==> src/rtl/pgc_pkg.sv <==
package pgc_pkg;

    typedef enum logic [1:0] {
        PD_OFF    = 2'd0,
        PD_WAKING = 2'd1,
        PD_ON     = 2'd2
    } pd_state_e;

    typedef enum logic [1:0] {
        DK_BUF   = 2'd0,
        DK_XBAR  = 2'd1,
        DK_VCMUX = 2'd2,
        DK_OLAT  = 2'd3
    } dom_kind_e;

    typedef struct packed {
        logic pwr_on;
        logic iso_en;
    } pd_ctrl_t;

    function automatic dom_kind_e kind_of(input int idx, input int nbuf, input int nport);
        if (idx < nbuf)                return DK_BUF;
        else if (idx < nbuf + nport)   return DK_XBAR;
        else if (idx < nbuf + 2*nport) return DK_VCMUX;
        else                           return DK_OLAT;
    endfunction

    function automatic bit kind_gated(input dom_kind_e k, input int level);
        case (k)
            DK_BUF:            return level >= 1;
            DK_XBAR, DK_VCMUX: return level >= 2;
            default:           return level >= 3;
        endcase
    endfunction

endpackage

==> src/rtl/pgc_domain_fsm.sv <==
module pgc_domain_fsm
    import pgc_pkg::*;
#(
    parameter int WAKE_LAT = 3,
    parameter bit FORCE_ON = 1'b0
) (
    input  logic     clk,
    input  logic     rst,
    input  logic     wake,
    input  logic     idle,
    output pd_ctrl_t ctrl
);
    localparam int CW = $clog2(WAKE_LAT + 1);
    localparam logic [CW-1:0] LOAD = CW'(WAKE_LAT - 1);

    pd_state_e state, nxt_state;
    logic [CW-1:0] cnt, nxt_cnt;

    always_comb begin
        nxt_state = state;
        nxt_cnt   = cnt;
        case (state)
            PD_OFF: begin
                if (wake) begin
                    nxt_state = PD_WAKING;
                    nxt_cnt   = LOAD;
                end
            end
            PD_WAKING: begin
                if (cnt == CW'(1)) begin
                    nxt_state = PD_ON;
                    nxt_cnt   = '0;
                end else begin
                    nxt_cnt = cnt - CW'(1);
                end
            end
            PD_ON: begin
                if (!FORCE_ON && idle && !wake) nxt_state = PD_OFF;
            end
            default: nxt_state = PD_OFF;
        endcase
    end

    always_ff @(posedge clk) begin
        if (rst) begin
            state <= FORCE_ON ? PD_ON : PD_OFF;
            cnt   <= '0;
        end else begin
            state <= nxt_state;
            cnt   <= nxt_cnt;
        end
    end

    assign ctrl.pwr_on = (state != PD_OFF);
    assign ctrl.iso_en = (state != PD_ON);


    wake_to_power_chk: assert property (@(posedge clk) disable iff (rst)
        (state == PD_OFF && wake) |=> (ctrl.pwr_on && ctrl.iso_en));


    wait_bound_chk: assert property (@(posedge clk) disable iff (rst)
        (state == PD_WAKING) |-> (cnt != '0 && cnt < CW'(WAKE_LAT)));


    sleep_cause_chk: assert property (@(posedge clk) disable iff (rst)
        $fell(ctrl.pwr_on) |-> $past(idle && !wake));


    busy_hold_chk: assert property (@(posedge clk) disable iff (rst)
        (!ctrl.iso_en && wake) |=> (ctrl.pwr_on && !ctrl.iso_en));


    pinned_on_chk: assert property (@(posedge clk) disable iff (rst)
        (FORCE_ON == 1'b1) |-> (ctrl.pwr_on && !ctrl.iso_en));

endmodule

==> src/rtl/pgc_stall_map.sv <==
module pgc_stall_map #(
    parameter int NPORT = 5,
    parameter int NBUF  = 20,
    parameter int ND    = 35
) (
    input  logic [ND-1:0]    iso_en,
    output logic [NBUF-1:0]  in_stall,
    output logic [NPORT-1:0] out_stall
);
    assign in_stall = iso_en[NBUF-1:0];

    for (genvar p = 0; p < NPORT; p++) begin : g_port
        assign out_stall[p] = iso_en[NBUF + p]
                            | iso_en[NBUF + NPORT + p]
                            | iso_en[NBUF + 2*NPORT + p];
    end
endmodule

==> src/rtl/pgc_router_sleep_ctrl.sv <==
module pgc_router_sleep_ctrl
    import pgc_pkg::*;
#(
    parameter int NPORT    = 5,
    parameter int NVC      = 4,
    parameter int WAKE_LAT = 3,
    parameter int PG_LEVEL = 3,
    parameter logic [NPORT*NVC-1:0] AON_MASK = 20'h50000
) (
    input  logic                         clk,
    input  logic                         rst,
    input  logic [NPORT*NVC+3*NPORT-1:0] dom_wake,
    input  logic [NPORT*NVC+3*NPORT-1:0] dom_idle,
    output logic [NPORT*NVC+3*NPORT-1:0] pwr_on,
    output logic [NPORT*NVC+3*NPORT-1:0] iso_en,
    output logic [NPORT*NVC-1:0]         in_stall,
    output logic [NPORT-1:0]             out_stall
);
    localparam int NBUF = NPORT * NVC;
    localparam int ND   = NBUF + 3 * NPORT;
    localparam logic [ND-1:0] AON_ALL = {{(3*NPORT){1'b0}}, AON_MASK};

    for (genvar d = 0; d < ND; d++) begin : g_dom
        localparam dom_kind_e KIND  = kind_of(d, NBUF, NPORT);
        localparam bit        FORCE = !kind_gated(KIND, PG_LEVEL) || AON_ALL[d];
        pd_ctrl_t ctrl;

        pgc_domain_fsm #(
            .WAKE_LAT (WAKE_LAT),
            .FORCE_ON (FORCE)
        ) u_fsm (
            .clk  (clk),
            .rst  (rst),
            .wake (dom_wake[d]),
            .idle (dom_idle[d]),
            .ctrl (ctrl)
        );

        assign pwr_on[d] = ctrl.pwr_on;
        assign iso_en[d] = ctrl.iso_en;
    end

    pgc_stall_map #(
        .NPORT (NPORT),
        .NBUF  (NBUF),
        .ND    (ND)
    ) u_stall (
        .iso_en    (iso_en),
        .in_stall  (in_stall),
        .out_stall (out_stall)
    );

    for (genvar p = 0; p < NPORT; p++) begin : g_chk

        path_ready_chk: assert property (@(posedge clk) disable iff (rst)
            !out_stall[p] |-> (!iso_en[NBUF+p] && !iso_en[NBUF+NPORT+p]
                               && !iso_en[NBUF+2*NPORT+p]));
    end

endmodule

==> config.mk <==
export PLATFORM = sky130hd
export DESIGN_NAME = pgc_router_sleep_ctrl
export DESIGN_NICKNAME = d
export VERILOG_FILES = /design/src/rtl/pgc_pkg.sv /design/src/rtl/pgc_domain_fsm.sv /design/src/rtl/pgc_stall_map.sv /design/src/rtl/pgc_router_sleep_ctrl.sv
export SDC_FILE = /design/constraint.sdc
export NUM_CORES = 1
export LEC_CHECK = 0
export CORE_UTILIZATION = 50
export CTS_CLUSTER_SIZE = 8
export DETAILED_ROUTE_END_ITERATION = 8
export PLACE_DENSITY_LB_ADDON = 0.08
export SKIP_CTS_REPAIR_TIMING = 1
export SLEW_MARGIN = 10
export SYNTH_ARGS = -nofsm -noshare
export SYNTH_HDL_FRONTEND = slang
export SYNTH_HIERARCHICAL = 1
export SYNTH_SLANG_ARGS = --single-unit
export TNS_END_PERCENT = 30
==> constraint.sdc <==
create_clock -name clk -period 1.7 [get_ports clk]
set_clock_uncertainty 0.1 [all_clocks]
set_input_delay 0.34 -clock clk [delete_from_list [all_inputs] [get_ports clk]]
set_output_delay 0.34 -clock clk [all_outputs]
set_load 0.01 [all_outputs]
* Word level (Yosys, flattened, before mapping)
Cells that the tools add are included.
Word-level totals: register bits after elaboration 140, bits of input ports 72
Cells by class: add/subtract/negate cells 35, equal/unequal tests 243, muxes and demuxes 243, bitwise operators 12, reduce and logical (&&, ||, !) cells 241
Operators by type and width (count):
- $mux 2 | 173
- $pmux 2 s3 | 35
- $eq 2x1->1 const B | 70
- $ne 2x2->1 const B | 70
- $pmux 2 s2 | 35
- $reduce_bool 2->1 | 70
- $ne 2x1->1 const B | 68
- $reduce_and 3->1 | 35
- $eq 2x2->1 const B | 35
- $logic_not 2->1 | 35
- $reduce_and 2->1 | 35
- $sub 2x1->2 const B | 35
- $logic_and 1x1->1 | 33
- $logic_not 1->1 | 33
- $or 1x1->1 | 10
- $not 1->1 | 2

* Depth between registers and ports, before layout
Gate-level depths: netlist of the first run.
depth after elaboration 4, depth in mapped cells 5

* Cells and area by module
The synthesis of the first run kept the hierarchy.
By module, submodules not included:
- pgc_domain_fsm (g_dom[0].u_fsm ...) | times used 23, cells each 19, area each 192.7 um2, seq. area each 80.1 um2
- pgc_domain_fsm (g_dom[32].u_fsm ...) | times used 10, cells each 22, area each 207.7 um2, seq. area each 80.1 um2
- pgc_domain_fsm (g_dom[16].u_fsm ...) | times used 2, cells each 17, area each 186.4 um2, seq. area each 80.1 um2
- pgc_stall_map | times used 1, cells each 25, area each 181.4 um2, seq. area each 0.0 um2

* Least setup slack after synthesis of the first run
No wires, ideal clock.
kind register to output, from reg g_dom[25].u_fsm.state[0], to out out_stall[0], data arrival time 0.959 ns, required time 1.260 ns, slack 0.301 ns, stages on the path, launching flop included 3, path buffers 0, path through dfxtp_1 nand2b_1 or3_1
Between the ends: longest elaborated chain between the ends 3
RTL lines:
- from (decl) | line pgc_domain_fsm.sv:16 | pd_state_e state, nxt_state;
- from (signal assigned) | line pgc_domain_fsm.sv:46 | state <= FORCE_ON ? PD_ON : PD_OFF;
- from (signal assigned) | line pgc_domain_fsm.sv:49 | state <= nxt_state;
- $ne 2x2->1 | line pgc_domain_fsm.sv:55 | assign ctrl.iso_en = (state != PD_ON);
- via iso_en[25] | line pgc_router_sleep_ctrl.sv:15 | output logic [NPORT*NVC+3*NPORT-1:0] iso_en,
- $or 1x1->1 | line pgc_stall_map.sv:14 | | iso_en[NBUF + NPORT + p]
- $or 1x1->1 | line pgc_stall_map.sv:15 | | iso_en[NBUF + 2*NPORT + p];
- to (decl) | line pgc_router_sleep_ctrl.sv:17 | output logic [NPORT-1:0] out_stall
The timed path passes the listed nets, and every way through them passes these cells.

* Final worst setup path of the first run
from reg g_dom[26].u_fsm.state[0], to out out_stall[1]
Between the ends: longest elaborated chain between the ends 3
RTL lines (line):
- from (decl) | pgc_domain_fsm.sv:16
- from (signal assigned) | pgc_domain_fsm.sv:46
- from (signal assigned) | pgc_domain_fsm.sv:49
- $ne 2x2->1 | pgc_domain_fsm.sv:55
- $or 1x1->1 | pgc_stall_map.sv:14
- $or 1x1->1 | pgc_stall_map.sv:15
Every way passes these cells.

==> flow_results.org, run 1 <==
** Timing
- For the pin with the worst max-slew slack, the measured transition is 0.407 ns.
- Derived from the worst setup path, the maximum achievable clock frequency is about 0.53 GHz.
- Period minus WS final :: 1.88 ns
- Smallest setup slack after layout :: -0.177 ns
- Number of setup violations in the final report :: 6
- Final hold vios :: 0
- The final critical path takes up 110% of the cycle.
- Setup repair after global routing missed its margin :: true
- The number of max-slew violations in the final report is 0.
- Summed over all failing endpoints, the final setup total negative slack is -0.651 ns.
- Headroom to the max-slew limit came out at 72.9%.

** Cells and area
- Area growth syn-to-layout :: 46.9%
- The net count of the finished layout is between 1k and 1.5k.
- Number of antenna repair diodes :: 0
- In the final layout, the share of cells above drive strength 1 is roughly 29%.

** Global routing
- Total gr overflow :: 0
- Maximum number of pins on one net before global-route repair :: 34
- The first global-routing pass estimated roughly 26,000 um of wire.
- Via count of the first global-routing pass :: 5,913
- Global routing usage summed across all routing layers :: between 20% and 30%
- Antenna violations before repair :: 0

** Clock tree
- The longest clock path from root to sink contains 2 buffers.
- Max H-tree Level :: 4
- Clock-pin slew was measured on the worst setup and hold paths at about 0.06 ns.
- TritonCTS Buffers :: 17
- Clock tree from TritonCTS :: done
- Buffer type at the clock tree root :: sky130_fd_sc_hd__clkbuf_16
- Counting every sink on the clock net gives between 100 and 150.
- Worst skew pair latency :: approximately 0.41 ns

** Power and ir drop
- Power per cell area :: 930 nW/um^2
- Across the VDD grid, the largest voltage drop is between 700 and 800 uV.
- Summing internal, switching and leakage power gives between 9 and 10 mW.
- Leakage :: approximately 4.2 nW

** Hold path
- Hold Crit Class :: input pin to register
- Worst hold start :: rst

** Flow run
- Maxcap violations :: 0

** Drt
- In this run, the number of DRC markers left after iteration 0 of detailed routing was between 200 and 250.
- Vias after detailed routing :: about 6k
- After detailed routing, the total wire length is approximately 16,000 um.
- Remaining routing DRC violations :: 0
- The first detailed-routing pass took 4 iterations.
- Dividing the detail-routed via count by the number of cells gives about 5.3.
- Detail Route Antenna Nets :: 0
- DR WL/cell :: approximately 14 um

** Worst setup path
- Source of the critical timing path :: g_dom[26].u_fsm/state[0]$_SDFFE_PP0P_
- Data arrival time of the critical path :: 1.44 ns
- Worst reg-to-reg setup slack :: approximately 0.30 ns
- CP startpoint kind :: register
- Required time worst endpoint :: around 1.3 ns
- RR Startpoint :: g_dom[8].u_fsm/cnt[1]$_SDFFE_PP0P_
- Kind of end point of the critical path :: output port
- The worst setup path is of the register to output port kind.
- Crit Path Max Fanout :: 2

** Synthesis
- Portion of synthesized cell area occupied by the leading cell type :: 39.7%
- The cell count after synthesis came out at 716.
- In this run the cell area of the synthesized design comes to 7060 sq um.
- The number of nets in the synthesized netlist is approximately 820.
- Count of yosys warnings during synthesis :: 6
- The largest total area in the synthesized netlist belongs to sky130_fd_sc_hd__dfxtp_1.
- After synthesis, the netlist uses 25 different library cells.
- Leading cell types by count after synthesis :: 140 x sky130_fd_sc_hd__dfxtp_1, 68 x sky130_fd_sc_hd__nor2b_1, 45 x sky130_fd_sc_hd__inv_1, 43 x sky130_fd_sc_hd__nand2b_1, 37 x sky130_fd_sc_hd__nand3b_1
- Largest cells by area after synthesis :: sky130_fd_sc_hd__dfxtp_1 40%, sky130_fd_sc_hd__ha_1 6.2%, sky130_fd_sc_hd__nor2b_1 6.0%, sky130_fd_sc_hd__nor4b_2 4.9%, sky130_fd_sc_hd__a211oi_2 4.1%
- Share of synthesized flip-flops with an asynchronous set or reset :: 0%
- Share of synthesized area occupied by flip-flops and latches :: 39.7%
- Most common flop cell mapped by yosys :: sky130_fd_sc_hd__dfxtp_1
- In the post-synthesis netlist, the cell with the most instances is sky130_fd_sc_hd__dfxtp_1.
- Number of synthesized register bits :: 140
- Yosys mapped a number of flops with a built-in enable equal to 0.
- Each instance of the synthesized netlist takes up on average a little under 10 sq um.

** Floorplanning
- The die covers approximately 15,000 sq um.
- The die is roughly 120 um tall.
- Pin placement for this block handled 167 I/O pins.
- The floorplan has 43 rows.
- The floorplan step set the die width to about 120 um.
- Initial core utilization :: between 50% and 60%
- Core Box Area :: between 10,000 and 15,000 sq um

** Place
- The congestion estimate from routability-driven global placement came to approximately 0.75.
- HPWL reported at the end of detailed placement :: ~11,000 um
- The count of buffers added on input and output ports is between 150 and 200.

** Status
- The final reports fail on setup timing.
- The flow ran to the end, but the final reports show violations.
[kinds of logic (layout without fill, tap and decap cells)]
| group | after synthesis | in the layout | synth area share, % |
|---|---|---|---|
| compound gates | 153 | 153 | 17.2 |
| fa+ha+maj | 35 | 35 | 6.20 |
| buf+inv | 65 | 305 | 4.52 |
| flops | 140 | 140 | 39.7 |
| mux | 10 | 10 | 1.42 |
| simple gates | 313 | 313 | 31.0 |
[flip-flops by register name (all words and copies together), names as in the netlist]
register / flops
g_dom.u_fsm/state: 70
g_dom.u_fsm/cnt: 70
[layer usage]
layer | GRT usage (%) | part of all wire, %
met4 | 8.02 | 1.7
met2 | 40.3 | 53
met3 | 4.98 | 3.7
met5 | 0 | 0
met1 | 24.2 | 42
[cell usage in the layout, fill, tap and decap left out, types with 11 or more instances in the layout]
cell type                          n
sky130_fd_sc_hd__dfxtp_1          89
sky130_fd_sc_hd__buf_6            33
sky130_fd_sc_hd__nor3_1           20
sky130_fd_sc_hd__or2_4            12
sky130_fd_sc_hd__ha_1             35
sky130_fd_sc_hd__nand2b_1         32
sky130_fd_sc_hd__nor3b_1          35
sky130_fd_sc_hd__dfxtp_2          46
sky130_fd_sc_hd__dlymetal6s2s_1   69
sky130_fd_sc_hd__or4b_1           12
sky130_fd_sc_hd__nand3b_1         37
sky130_fd_sc_hd__a21oi_1          23
sky130_fd_sc_hd__o21bai_1         25
sky130_fd_sc_hd__a211oi_1         27
sky130_fd_sc_hd__o21ai_1          33
sky130_fd_sc_hd__nor2b_1          68
sky130_fd_sc_hd__nor4b_2          23
sky130_fd_sc_hd__nand2b_4         11
sky130_fd_sc_hd__a211oi_2         23
sky130_fd_sc_hd__or2_2            13
sky130_fd_sc_hd__clkbuf_16        17
sky130_fd_sc_hd__nor2_1           33
sky130_fd_sc_hd__inv_1            45
sky130_fd_sc_hd__clkdlybuf4s50_1  68
sky130_fd_sc_hd__buf_4            43
[worst max-delay path: stages (launching register included)]
cell and delay [ns]:
sky130_fd_sc_hd__dfxtp_2 0.32, sky130_fd_sc_hd__nand2b_1 0.15, sky130_fd_sc_hd__or3_1 0.41, sky130_fd_sc_hd__clkbuf_2 0.15
[layout make-up]
cell class | count | area [sq um]
Sequential cell | 140 | 2880
Clock inverter | 9 | 180
Fill cell | 984 | 3450
Multi-Input combinational cell | 511 | 4060
Inverter | 45 | 169
Tap cell | 180 | 225
Timing Repair Buffer | 228 | 2360
Clock buffer | 23 | 508
[power by group]
part | switching (mW) | internal, mW
clock | 1.38 | 2.84
combinational | 0.720 | 0.962
sequential | 0.195 | 3.55
total | 2.30 | 7.35
[path summary, 6_finish.rpt]
path / endpoint / depth (start not counted)
worst max-delay path: out_stall[1] / 3
worst min-delay path: g_dom[3].u_fsm/state[1]$_SDFFE_PP0P_ / 2
worst max register to register: g_dom[8].u_fsm/cnt[0]$_SDFFE_PP0P_ / 4
worst min register to register: g_dom[7].u_fsm/state[0]$_SDFFE_PP0P_ / 1
[through the flow]
step / setup slack, ns / util (%) / area, sq um / instances / hold slack, ns
3_3_place_gp: -0.0901 / 67.1 / 9270 / 1101 / 0.345
5_1_grt: -0.211 / 75.1 / 10400 / 1136 / 0.268
4_1_cts: -0.553 / 72.0 / 9960 / 1133 / 0.234
3_5_place_dp: -0.105 / 67.1 / 9270 / 1101 / 0.364
6_report: -0.177 / 75.1 / 10400 / 1136 / 0.253
2_1_floorplan: 0.301 / - / 7060 / 716 / 0.305
Power figures use the tool's default switching activity.
==> run 2, diff against run 1 <==
- PLACE_DENSITY_LB_ADDON: 0.08 -> 0.12
==> run 2 against run 1 <==
  * First-iteration DRC count fell by 6.5%
  * Via count fell by 0.10%
  * The flow still finishes with violations (setup timing)
  * Total power decreased by 2.8%
  * Critical path depth down 1
  * Wire length fell by 2.7%
  * Die area unchanged
  * Combinational power hardly changed
  * Sequential cell count unchanged
  * Worst hold slack lost 0.020 ns
  * Global-route usage decreased by 0.16 points
==> flow_results.org, run 2 (synthesized netlist as in run 1, its figures left out) <==
** Worst setup path
- The worst setup path is captured at an output port.
- Data arrival time of the critical path :: 1.52 ns (+0.08 ns)
- Required time worst endpoint :: 1.26 ns (about the same)
- CP cell instances :: or2b_1, clkdlybuf4s50_1
- The cell family contributing the most delay on the critical path is buffers and inverters.
- Category of the most critical setup path :: register to output port
- Crit Path Max Fanout :: 6 (+4)
- The buffering stage count on the worst path with inverters included is 1 (unchanged).
- CP startpoint kind :: register
- Delay contributed by the slowest stage of the critical path :: 0.49 ns (+0.08 ns)
- Critical Path Slowest Stage Cell :: sky130_fd_sc_hd__clkdlybuf4s50_1

** Timing
- Setup repair after global routing missed its margin :: true
- The max-slew headroom at the worst pin was 74.7% (+1.9 points).
- Period minus WS final :: 1.96 ns (+0.0825 ns)
- Number of setup violations in the final report :: 9 (+3)
- The share of the clock period used by the worst path was 115% (+4.9 points).
- Final hold vios :: 0 (unchanged)
- Smallest setup slack after layout :: -0.259 ns (-0.0825 ns)
- Max-slew violation count :: 0 (unchanged)
- Peak clock frequency supported by timing :: 0.510 GHz (-4.2%)
- Actual transition at the worst max-transition pin :: 0.379 ns (-0.0281 ns)

** Drt
- Vias per std cell :: 5.28 (+0.52%)
- Number of iterations in the first detailed-routing pass :: 6 (+2)
- Vias after detailed routing :: 5,958 (-0.10%)
- The detailed-route DRC error count is 0 (unchanged).
- The mean routed wirelength per cell was 13.9 um (-2.1%).
- Number of design-rule violations left by the first detailed-router iteration :: 229 (-6.5%)
- Wire length after detailed routing :: 15,700 um (-2.7%)
- The post-detailed-route count of antenna-violating nets was 0 (unchanged).

** Global routing
- The via count of the first global-routing pass came to 5,822 (-1.5%).
- The global-route wire length before repair was 25,500 um (-1.6%).
- Total gr overflow :: 0 (unchanged)
- The total global-route track usage came to 21.7% (-0.16 points).
- The largest net degree at the start of global routing came to 33 (-2.9%).
- The number of antenna violations at the first check in global routing was 0 (unchanged).

** Place
- The quantity of I/O buffers inserted on ports came to 164 (unchanged).
- Final weighted congestion in routability-driven placement :: 0.770 (+2.3%)
- The post-DP HPWL was 11,100 um (-0.83%).
- The post-placement cell count came to 1,092 (-0.82%).
- Placed cell area :: 9220 sq um (-0.59%)

** Floorplanning
- The area of the core region is 13,800 sq um (unchanged).
- DIE WIDTH :: 121 um (unchanged)
- The total number of placement rows was 43 (unchanged).
- The starting utilization of the core area was 51.1% (unchanged).
- Die height :: 121 um (unchanged)
- Overall die area :: 14,600 sq um (unchanged)
- The top-level I/O count was 167 (unchanged).

** Cells and area
- The antenna diode count is 0 (unchanged).
- Area growth syn-to-layout :: 45.6%
- In the final layout, the registers with the most flip-flops are g_dom.u_fsm/cnt (70), g_dom.u_fsm/state (70).
- The number of cells in the finished layout apart from fillers is 1,129 (-0.62%).
- The number of filler instances in the final layout is 958 (-2.6%).
- Post-layout util :: 74.4% (-0.70 points)
- Post-layout nets :: 1,043 (-0.67%)
- Leaving out fill and tap cells, the most frequent cell in the layout is sky130_fd_sc_hd__dfxtp_1.
- Most frequent cells in the layout :: 83 x sky130_fd_sc_hd__dfxtp_1, 70 x sky130_fd_sc_hd__clkdlybuf4s50_1, 68 x sky130_fd_sc_hd__nor2b_1
- Cell area after layout :: 10,300 sq um (-0.93%)
- The share of cells above drive strength 1 was 29.3% (+0.11 points).

** Hold path
- Hold Crit Class :: input pin to register

** Clock tree
- Worst skew pair latency :: 0.41 ns (about the same)
- Buffer type at the clock tree root :: sky130_fd_sc_hd__clkbuf_16
- The TritonCTS sink count is 140 (unchanged).
- Clock tree from TritonCTS :: done
- The CTS clock-pin slew for the worst setup and hold paths was 0.06 ns (about the same).
- TritonCTS Buffers :: 17 (unchanged)
- Max H-tree Level :: 4 (unchanged)
- The maximum number of buffers from clock root to sink was 2 (unchanged).

** Status
- Run status :: finished with violations
- The checks that failed: setup timing.

** Power and ir drop
- The total power of the final layout came to 9.38 mW (-2.8%).
- The worst IR drop on VDD was 625 uV (-14%).
- Leakage :: 4.14 nW (-1.6%)
- Power per cell area :: 912 nW/um^2 (-1.9%)

** Flow run
- The number of max-capacitance violations reported was 0 (unchanged).
## run 2: cell types whose count changed in the layout (fill, tap and decap cells not counted), sizes merged
cell           change
clkinv             +7
buf                -6
dlymetal6s2s       -4
clkbuf             -3
clkinvlp           -3
clkdlybuf4s50      +2
## run 2: report_power, final
part / switching [mW] / internal, mW
Sequential: 0.198 / 3.55
Clock: 1.35 / 2.63
Combinational: 0.703 / 0.951
Total: 2.25 / 7.13
## run 2: final cells by class
class                      count  area (sq um)  share of cell area (%)
tap                          180           225                    2.19
timing repair buffer         221          2300                    22.3
sequential                   140          2900                    28.2
multi-input combinational    511          4050                    39.4
clock inverter                13           196                    1.91
inverter                      45           169                    1.64
clock buffer                  19           443                    4.31
## run 2: worst paths after layout
check	endpoint	depth (start not counted)	slack, ns	start
max	in_stall[18]	2	-0.26	g_dom[18].u_fsm/state[1]$_SDFFE_PP1P_
min	g_dom[8].u_fsm/state[1]$_SDFFE_PP0P_	2	0.23	rst
max reg2reg	g_dom[34].u_fsm/cnt[0]$_SDFFE_PP0P_	4	0.29	g_dom[34].u_fsm/cnt[1]$_SDFFE_PP0P_
min reg2reg	g_dom[18].u_fsm/cnt[1]$_SDFFE_PP0P_	2	0.36	g_dom[18].u_fsm/cnt[1]$_SDFFE_PP0P_
## run 2: layer usage
metal  routed length (um)  vias to the layer above  GRT usage, %
li1                     -                     3010             -
met1                 6350                     2806          22.9
met2                 8290                      116          39.7
met3                  738                       26          6.16
met4                  300                        0          9.34
met5                    0                        -             0
## run 2: metrics by stage
stage	hold slack [ns]	setup TNS (ns)	worst slack (ns)
finish	0.232	-1.16	-0.259
global route	0.235	-1.72	-0.315
CTS	0.218	-30.65	-0.563
floorplan	0.305	0	0.301
global placement	0.354	-0.267	-0.0997
detailed placement	0.357	-0.302	-0.0944
